==> config.mk <==
export PLATFORM = sky130hd
export DESIGN_NAME = acc8_core
export DESIGN_NICKNAME = d
export VERILOG_FILES = /design/src/rtl/acc8_core_pkg.sv /design/src/rtl/acc8_core_mem.sv /design/src/rtl/acc8_core_alu.sv /design/src/rtl/acc8_core_seq.sv /design/src/rtl/acc8_core.sv
export SDC_FILE = /design/constraint.sdc
export NUM_CORES = 1
export LEC_CHECK = 0
export CELL_PAD_IN_SITES_DETAIL_PLACEMENT = 2
export CELL_PAD_IN_SITES_GLOBAL_PLACEMENT = 2
export CORE_ASPECT_RATIO = 1.5
export CORE_MARGIN = 2
export CORE_UTILIZATION = 52
export DETAILED_ROUTE_END_ITERATION = 6
export GPL_ROUTABILITY_DRIVEN = 0
export GPL_TIMING_DRIVEN = 0
export PLACE_DENSITY_LB_ADDON = 0.1
export SYNTH_ARGS = -nofsm -noshare
export SYNTH_HDL_FRONTEND = slang
export SYNTH_SLANG_ARGS = --single-unit
==> constraint.sdc <==
create_clock -name clk -period 5.6 [get_ports clk]
set_input_delay 0.56 -clock clk [delete_from_list [all_inputs] [get_ports clk]]
set_output_delay 0.56 -clock clk [all_outputs]
set_load 0.01 [all_outputs]
==> src/rtl/acc8_core_pkg.sv <==
package acc8_core_pkg;

  typedef enum logic [2:0] {
    OP_HLT = 3'd0,
    OP_LDA = 3'd1,
    OP_STA = 3'd2,
    OP_ADD = 3'd3,
    OP_SUB = 3'd4,
    OP_BR  = 3'd5,
    OP_BRZ = 3'd6,
    OP_BRP = 3'd7
  } opcode_e;

  typedef enum logic [3:0] {
    PH_BOOT,
    PH_FADDR,
    PH_FREAD,
    PH_FLATCH,
    PH_DECODE,
    PH_OREAD,
    PH_EXEC,
    PH_ADVANCE,
    PH_SADDR,
    PH_SWRITE,
    PH_STOP
  } phase_e;

  typedef enum logic [1:0] {
    ALU_PASS,
    ALU_ADD,
    ALU_SUB
  } alu_op_e;

  typedef struct packed {
    logic    pc_from_start;
    logic    pc_from_ir;
    logic    pc_step;
    logic    mar_from_pc;
    logic    mar_from_ir;
    logic    mdr_from_mem;
    logic    mdr_from_acc;
    logic    ir_load;
    logic    acc_load;
    logic    mem_we;
    alu_op_e alu_op;
  } ctrl_s;

endpackage

==> src/rtl/acc8_core_mem.sv <==
module acc8_core_mem #(
  parameter int AW = 5,
  parameter int DW = 8
) (
  input  logic          clk,
  input  logic [AW-1:0] core_addr,
  input  logic          core_we,
  input  logic [DW-1:0] core_wdata,
  output logic [DW-1:0] core_rdata,
  input  logic          dbg_we,
  input  logic [AW-1:0] dbg_addr,
  input  logic [DW-1:0] dbg_wdata,
  output logic [DW-1:0] dbg_rdata
);
  localparam int DEPTH = 1 << AW;

  logic [DW-1:0] store_q [DEPTH];

  // side port wins when both write in one cycle
  always_ff @(posedge clk) begin
    if (dbg_we) begin
      store_q[dbg_addr] <= dbg_wdata;
    end else if (core_we) begin
      store_q[core_addr] <= core_wdata;
    end
  end

  assign core_rdata = store_q[core_addr];
  assign dbg_rdata  = store_q[dbg_addr];

endmodule

==> src/rtl/acc8_core_alu.sv <==
module acc8_core_alu
  import acc8_core_pkg::*;
#(
  parameter int DW = 8
) (
  input  alu_op_e       op,
  input  logic [DW-1:0] acc,
  input  logic [DW-1:0] opnd,
  output logic [DW-1:0] result,
  output logic          acc_zero,
  output logic          acc_pos
);

  always_comb begin
    unique case (op)
      ALU_ADD: result = acc + opnd;
      ALU_SUB: result = acc - opnd;
      default: result = opnd;
    endcase
  end

  assign acc_zero = (acc == '0);
  assign acc_pos  = !acc[DW-1] && !acc_zero;

endmodule

==> src/rtl/acc8_core_seq.sv <==
module acc8_core_seq
  import acc8_core_pkg::*;
(
  input  logic    clk,
  input  logic    rst_n,
  input  opcode_e opcode,
  input  logic    acc_zero,
  input  logic    acc_pos,
  output phase_e  phase_q,
  output ctrl_s   ctrl
);

  phase_e phase_d;
  logic   jump_ok;

  always_comb begin
    unique case (opcode)
      OP_BR:   jump_ok = 1'b1;
      OP_BRZ:  jump_ok = acc_zero;
      OP_BRP:  jump_ok = acc_pos;
      default: jump_ok = 1'b0;
    endcase
  end

  // next phase
  always_comb begin
    phase_d = phase_q;
    unique case (phase_q)
      PH_BOOT:    phase_d = PH_FADDR;
      PH_FADDR:   phase_d = PH_FREAD;
      PH_FREAD:   phase_d = PH_FLATCH;
      PH_FLATCH:  phase_d = PH_DECODE;
      PH_DECODE: begin
        unique case (opcode)
          OP_HLT:                 phase_d = PH_STOP;
          OP_LDA, OP_ADD, OP_SUB: phase_d = PH_OREAD;
          OP_STA:                 phase_d = PH_SADDR;
          default:                phase_d = PH_FADDR;
        endcase
      end
      PH_OREAD:   phase_d = PH_EXEC;
      PH_EXEC:    phase_d = PH_ADVANCE;
      PH_ADVANCE: phase_d = PH_FADDR;
      PH_SADDR:   phase_d = PH_SWRITE;
      PH_SWRITE:  phase_d = PH_ADVANCE;
      PH_STOP:    phase_d = PH_STOP;
      default:    phase_d = PH_BOOT;
    endcase
  end

  // register transfer strobes
  always_comb begin
    ctrl        = '0;
    ctrl.alu_op = ALU_PASS;
    unique case (phase_q)
      PH_BOOT:    ctrl.pc_from_start = 1'b1;
      PH_FADDR:   ctrl.mar_from_pc   = 1'b1;
      PH_FREAD:   ctrl.mdr_from_mem  = 1'b1;
      PH_FLATCH:  ctrl.ir_load       = 1'b1;
      PH_DECODE: begin
        unique case (opcode)
          OP_LDA, OP_ADD, OP_SUB: ctrl.mar_from_ir  = 1'b1;
          OP_STA:                 ctrl.mdr_from_acc = 1'b1;
          OP_BR, OP_BRZ, OP_BRP: begin
            ctrl.pc_from_ir = jump_ok;
            ctrl.pc_step    = !jump_ok;
          end
          default: ;
        endcase
      end
      PH_OREAD:   ctrl.mdr_from_mem = 1'b1;
      PH_EXEC: begin
        ctrl.acc_load = 1'b1;
        unique case (opcode)
          OP_ADD:  ctrl.alu_op = ALU_ADD;
          OP_SUB:  ctrl.alu_op = ALU_SUB;
          default: ctrl.alu_op = ALU_PASS;
        endcase
      end
      PH_ADVANCE: ctrl.pc_step     = 1'b1;
      PH_SADDR:   ctrl.mar_from_ir = 1'b1;
      PH_SWRITE:  ctrl.mem_we      = 1'b1;
      default: ;
    endcase
  end

  always_ff @(posedge clk or negedge rst_n) begin
    if (!rst_n) begin
      phase_q <= PH_BOOT;
    end else begin
      phase_q <= phase_d;
    end
  end

endmodule

==> src/rtl/acc8_core.sv <==
module acc8_core
  import acc8_core_pkg::*;
#(
  parameter int AW = 5,
  parameter int DW = 8
) (
  input  logic          clk,
  input  logic          rst_n,
  input  logic [AW-1:0] start_addr,
  output logic          halted,
  input  logic          dbg_we,
  input  logic [AW-1:0] dbg_addr,
  input  logic [DW-1:0] dbg_wdata,
  output logic [DW-1:0] dbg_rdata
);
  localparam int OPW = DW - AW;

  logic [AW-1:0] pc_q, pc_d, mar_q, mar_d;
  logic [DW-1:0] mdr_q, mdr_d, ir_q, acc_q, alu_res, mem_rdata;
  logic          pc_en, mar_en, mdr_en;
  logic          acc_zero, acc_pos;
  phase_e        phase_q;
  ctrl_s         ctrl;
  opcode_e       opcode;
  logic [AW-1:0] ir_addr;

  assign opcode  = opcode_e'(ir_q[DW-1 -: OPW]);
  assign ir_addr = ir_q[AW-1:0];

  acc8_core_seq seq_i (
    .clk      (clk),
    .rst_n    (rst_n),
    .opcode   (opcode),
    .acc_zero (acc_zero),
    .acc_pos  (acc_pos),
    .phase_q  (phase_q),
    .ctrl     (ctrl)
  );

  acc8_core_alu #(.DW(DW)) alu_i (
    .op       (ctrl.alu_op),
    .acc      (acc_q),
    .opnd     (mdr_q),
    .result   (alu_res),
    .acc_zero (acc_zero),
    .acc_pos  (acc_pos)
  );

  acc8_core_mem #(.AW(AW), .DW(DW)) mem_i (
    .clk        (clk),
    .core_addr  (mar_q),
    .core_we    (ctrl.mem_we),
    .core_wdata (mdr_q),
    .core_rdata (mem_rdata),
    .dbg_we     (dbg_we),
    .dbg_addr   (dbg_addr),
    .dbg_wdata  (dbg_wdata),
    .dbg_rdata  (dbg_rdata)
  );

  // next values
  always_comb begin
    pc_en = ctrl.pc_from_start | ctrl.pc_from_ir | ctrl.pc_step;
    if (ctrl.pc_from_start)   pc_d = start_addr;
    else if (ctrl.pc_from_ir) pc_d = ir_addr;
    else                      pc_d = pc_q + 1'b1;

    mar_en = ctrl.mar_from_pc | ctrl.mar_from_ir;
    mar_d  = ctrl.mar_from_pc ? pc_q : ir_addr;

    mdr_en = ctrl.mdr_from_mem | ctrl.mdr_from_acc;
    mdr_d  = ctrl.mdr_from_acc ? acc_q : mem_rdata;
  end

  always_ff @(posedge clk or negedge rst_n) begin
    if (!rst_n) begin
      pc_q  <= '0;
      mar_q <= '0;
      mdr_q <= '0;
      ir_q  <= '0;
      acc_q <= '0;
    end else begin
      if (pc_en)         pc_q  <= pc_d;
      if (mar_en)        mar_q <= mar_d;
      if (mdr_en)        mdr_q <= mdr_d;
      if (ctrl.ir_load)  ir_q  <= mdr_q;
      if (ctrl.acc_load) acc_q <= alu_res;
    end
  end

  assign halted = (phase_q == PH_STOP);

endmodule

==> qor.yml <==
status: "complete, no violations"
syn-cell-area_um2: 14500
num_io_pins: 30
io_buffers: 26
grt_start_max_net_pins: 33
grt-ovfl-total: 0
drtAntennaViolNets: 0
critPathLaunchType: "flop"
fin_crit_sh_pct: 86.6
path_cells: "clkbuf_1 -> buf_2 -> nor3b_2 -> clkbuf_1 -> nand3_1 -> ha_1 -> clkbuf_1 -> mux2i_1 -> ha_1 -> nor2b_1 -> o2111ai_1 -> nand3_1 -> o41a_1 -> xor2_1 -> mux2i_1 -> a22oi_1"
synth_area_per_cell_um2: 17.8
core_area_um2: 27300
postCtsResizedCells: 0
antenna_found_initial: 1
avgRoutedWirePerCell_um: 36.1
crit_path_max_incr_delay_ns: 0.64
cpLargestDelayFamily: "buffers and inverters"
cts_root_buf: "clkbuf_16"
utilization_pct: 59.3
synth_ff_type: "edfxtp_1"
drt_pre_antenna_iters: 5
yosysMostFrequentCell: "edfxtp_1"
layout_setup_ws_ns: 0.752
cts_buffers: 28
synth_largest_area_cell: "edfxtp_1"
cts_setup_buffers: 0
ys_ff_latch: 294
cts_tree: "yes"
cp_max_fo: 10
place_ws_ns: 0.723
end_kind: "flop"
dieArea_um2: 29300
syn_inst: 814
cts-hold-fix-buffers: 1
syn_to_final_growth_pct: 11.6
layout_min_cycle_time_ns: 4.85
die_h_um: 209
rows: 74
required_ns: 6.04
clkTransAtPathRegs_ns: 0.07
design_area_um2: 16200
max_clock_freq_mhz: 206
r2r_cells: 16
p_leak_nw: 5.28
crit_top_cell: "clkbuf_1"
slew_headroom_pct: 13.3
finalSetupViolCount: 0
diodes: 0
synth_area_leaders: "edfxtp_1, mux4_2, dfrtp_1, mux2_2, nor2_1"
p_per_area_nw_per_um2: 468
die_x_um: 140
via_per_inst: 7.07
synthTopCellsByCount: "edfxtp_1, mux4_2, nor2_1, dfrtp_1, nand2_1"
final_nets: 904
hold_path.class: "in2async"
clk_latency_ns: 0.56
slowest_stage: "nor3b_2"
layout-drive-gt1-share_pct: 29.0
place_area_um2: 15200
finalClockSkew_ns: 0.0175
drv_slew: 0
grt_usage_pct: 31.4
final_hold_viol_count: 0
synth_edf_count: 256
synth_nets: 846
dp_hpwl_um: 32100
drc_errors: 0
fin_setup_tns_ns: 0
drt_iter0_drc: 908
cp.depth: 16
first_global_vias: 9625
path_class: "reg2reg"
netlist.area_leader.share_pct: 53.0
rsz0062_at_grt: "false"
synth.distinct_cells: 54
path_buf_inv: 4
grt_pass1_wl_um: 66400
max_cap_viol_count: 0
start_util_pct: 53.1
ir_worst_vdd_v: 0.000370
arrival_ns: 5.28
ys_seq_area_share_pct: 59.6
total_power_w: 0.00758
cts_max_level: 1
worst_pin_slew_ns: 1.29
vias: 8740
clock_sinks: 294
synthArstFlopShare_pct: 12.9
ys_warn_count: 0
cts_buffer_depth: 3
drt_wl_total_um: 44600
-- where the power goes --
part | internal, W | total, W | switching, W
clock network | 0.00117 | 0.00203 | 0.000856
registers | 0.00255 | 0.00277 | 0.000217
logic | 0.00125 | 0.00278 | 0.00153
-- state kept, by name, indices dropped and copies added (netlist names) --
name / flops
mem_i.store_q: 256
acc_q: 8
ir_q: 8
mdr_q: 8
mar_q: 5
pc_q: 5
seq_i.phase_q: 4
-- layout by cell type (no fill, tap or decap), types with 7 or more instances in the layout --
master	instances
xnor2_1	9
clkbuf_16	29
buf_1	9
clkbuf_1	33
mux2i_1	15
mux4_2	160
buf_2	12
nor2b_1	7
inv_1	12
a222oi_1	8
nand2_1	33
ha_1	10
mux2_2	26
dfrtp_1	38
a21oi_1	20
clkdlybuf4s50_1	25
a31oi_1	10
nor3_1	7
edfxtp_1	256
nor2_1	64
o21ai_0	15
-- worst register-to-register path, cell delays in order (launching register included) --
cell and delay, ns:
dfrtp_1 0.32, clkbuf_1 0.36, buf_2 0.31, nor3b_2 0.64
clkbuf_1 0.51, nand3_1 0.15, ha_1 0.22, clkbuf_1 0.20
mux2i_1 0.29, ha_1 0.28, nor2b_1 0.14, o2111ai_1 0.17
nand3_1 0.12, o41a_1 0.36, xor2_1 0.32, mux2i_1 0.22
a22oi_1 0.10
-- final timing paths --
kind	start	end	slack (ns)
setup / recovery	seq_i.phase_q[2]$_DFF_PN0_	acc_q[7]$_DFFE_PN0N_	0.75
hold / removal	rst_n	acc_q[4]$_DFFE_PN0N_	0.39
setup reg to reg	seq_i.phase_q[2]$_DFF_PN0_	acc_q[7]$_DFFE_PN0N_	0.75
hold reg to reg	ir_q[2]$_DFFE_PN0P_	ir_q[2]$_DFFE_PN0P_	0.56
max in group asynchronous	rst_n	pc_q[0]$_DFFE_PN0P_	4.76
min in group clk	ir_q[2]$_DFFE_PN0P_	ir_q[2]$_DFFE_PN0P_	0.56
-- per-layer routing --
layer  wire length [um]  GRT usage, %
met5                 13             0
met2              24200          56.8
met4               1430          9.30
met1              16000          39.8
met3               2970          4.00
-- cells by family (layout without fill, tap and decap cells) --
kind of cell	Yosys count	in the layout	share of synthesized area (%)
DFF	294	294	59.6
muxes	204	204	28.1
and+or+nand+nor	148	148	4.88
AOI/OAI and AO/OA	73	73	3.28
buffers and inverters	69	149	2.22
xor gates and xnor gates	15	15	0.906
adders and majority gates	11	11	1.00
-- layout make-up --
cell class              count  area [um^2]
fillers                  2245        11100
well taps                 342          428
multi-input cells         451         5540
plain buffers              56          273
inverters                  13         48.8
clock inverters            16          190
flip-flops and latches    294         8640
clock buffers              36          782
repair buffers             28          285
-- per-stage QoR --
stage / hold slack [ns] / instances
after floorplan: 0.264 / 814
final: 0.387 / 1236
after detailed placement: 0.420 / 1183
after CTS: 0.373 / 1236
after global routing: 0.391 / 1236
after global placement: 0.519 / 1182
Note: power is estimated with default switching activity, not from simulation.
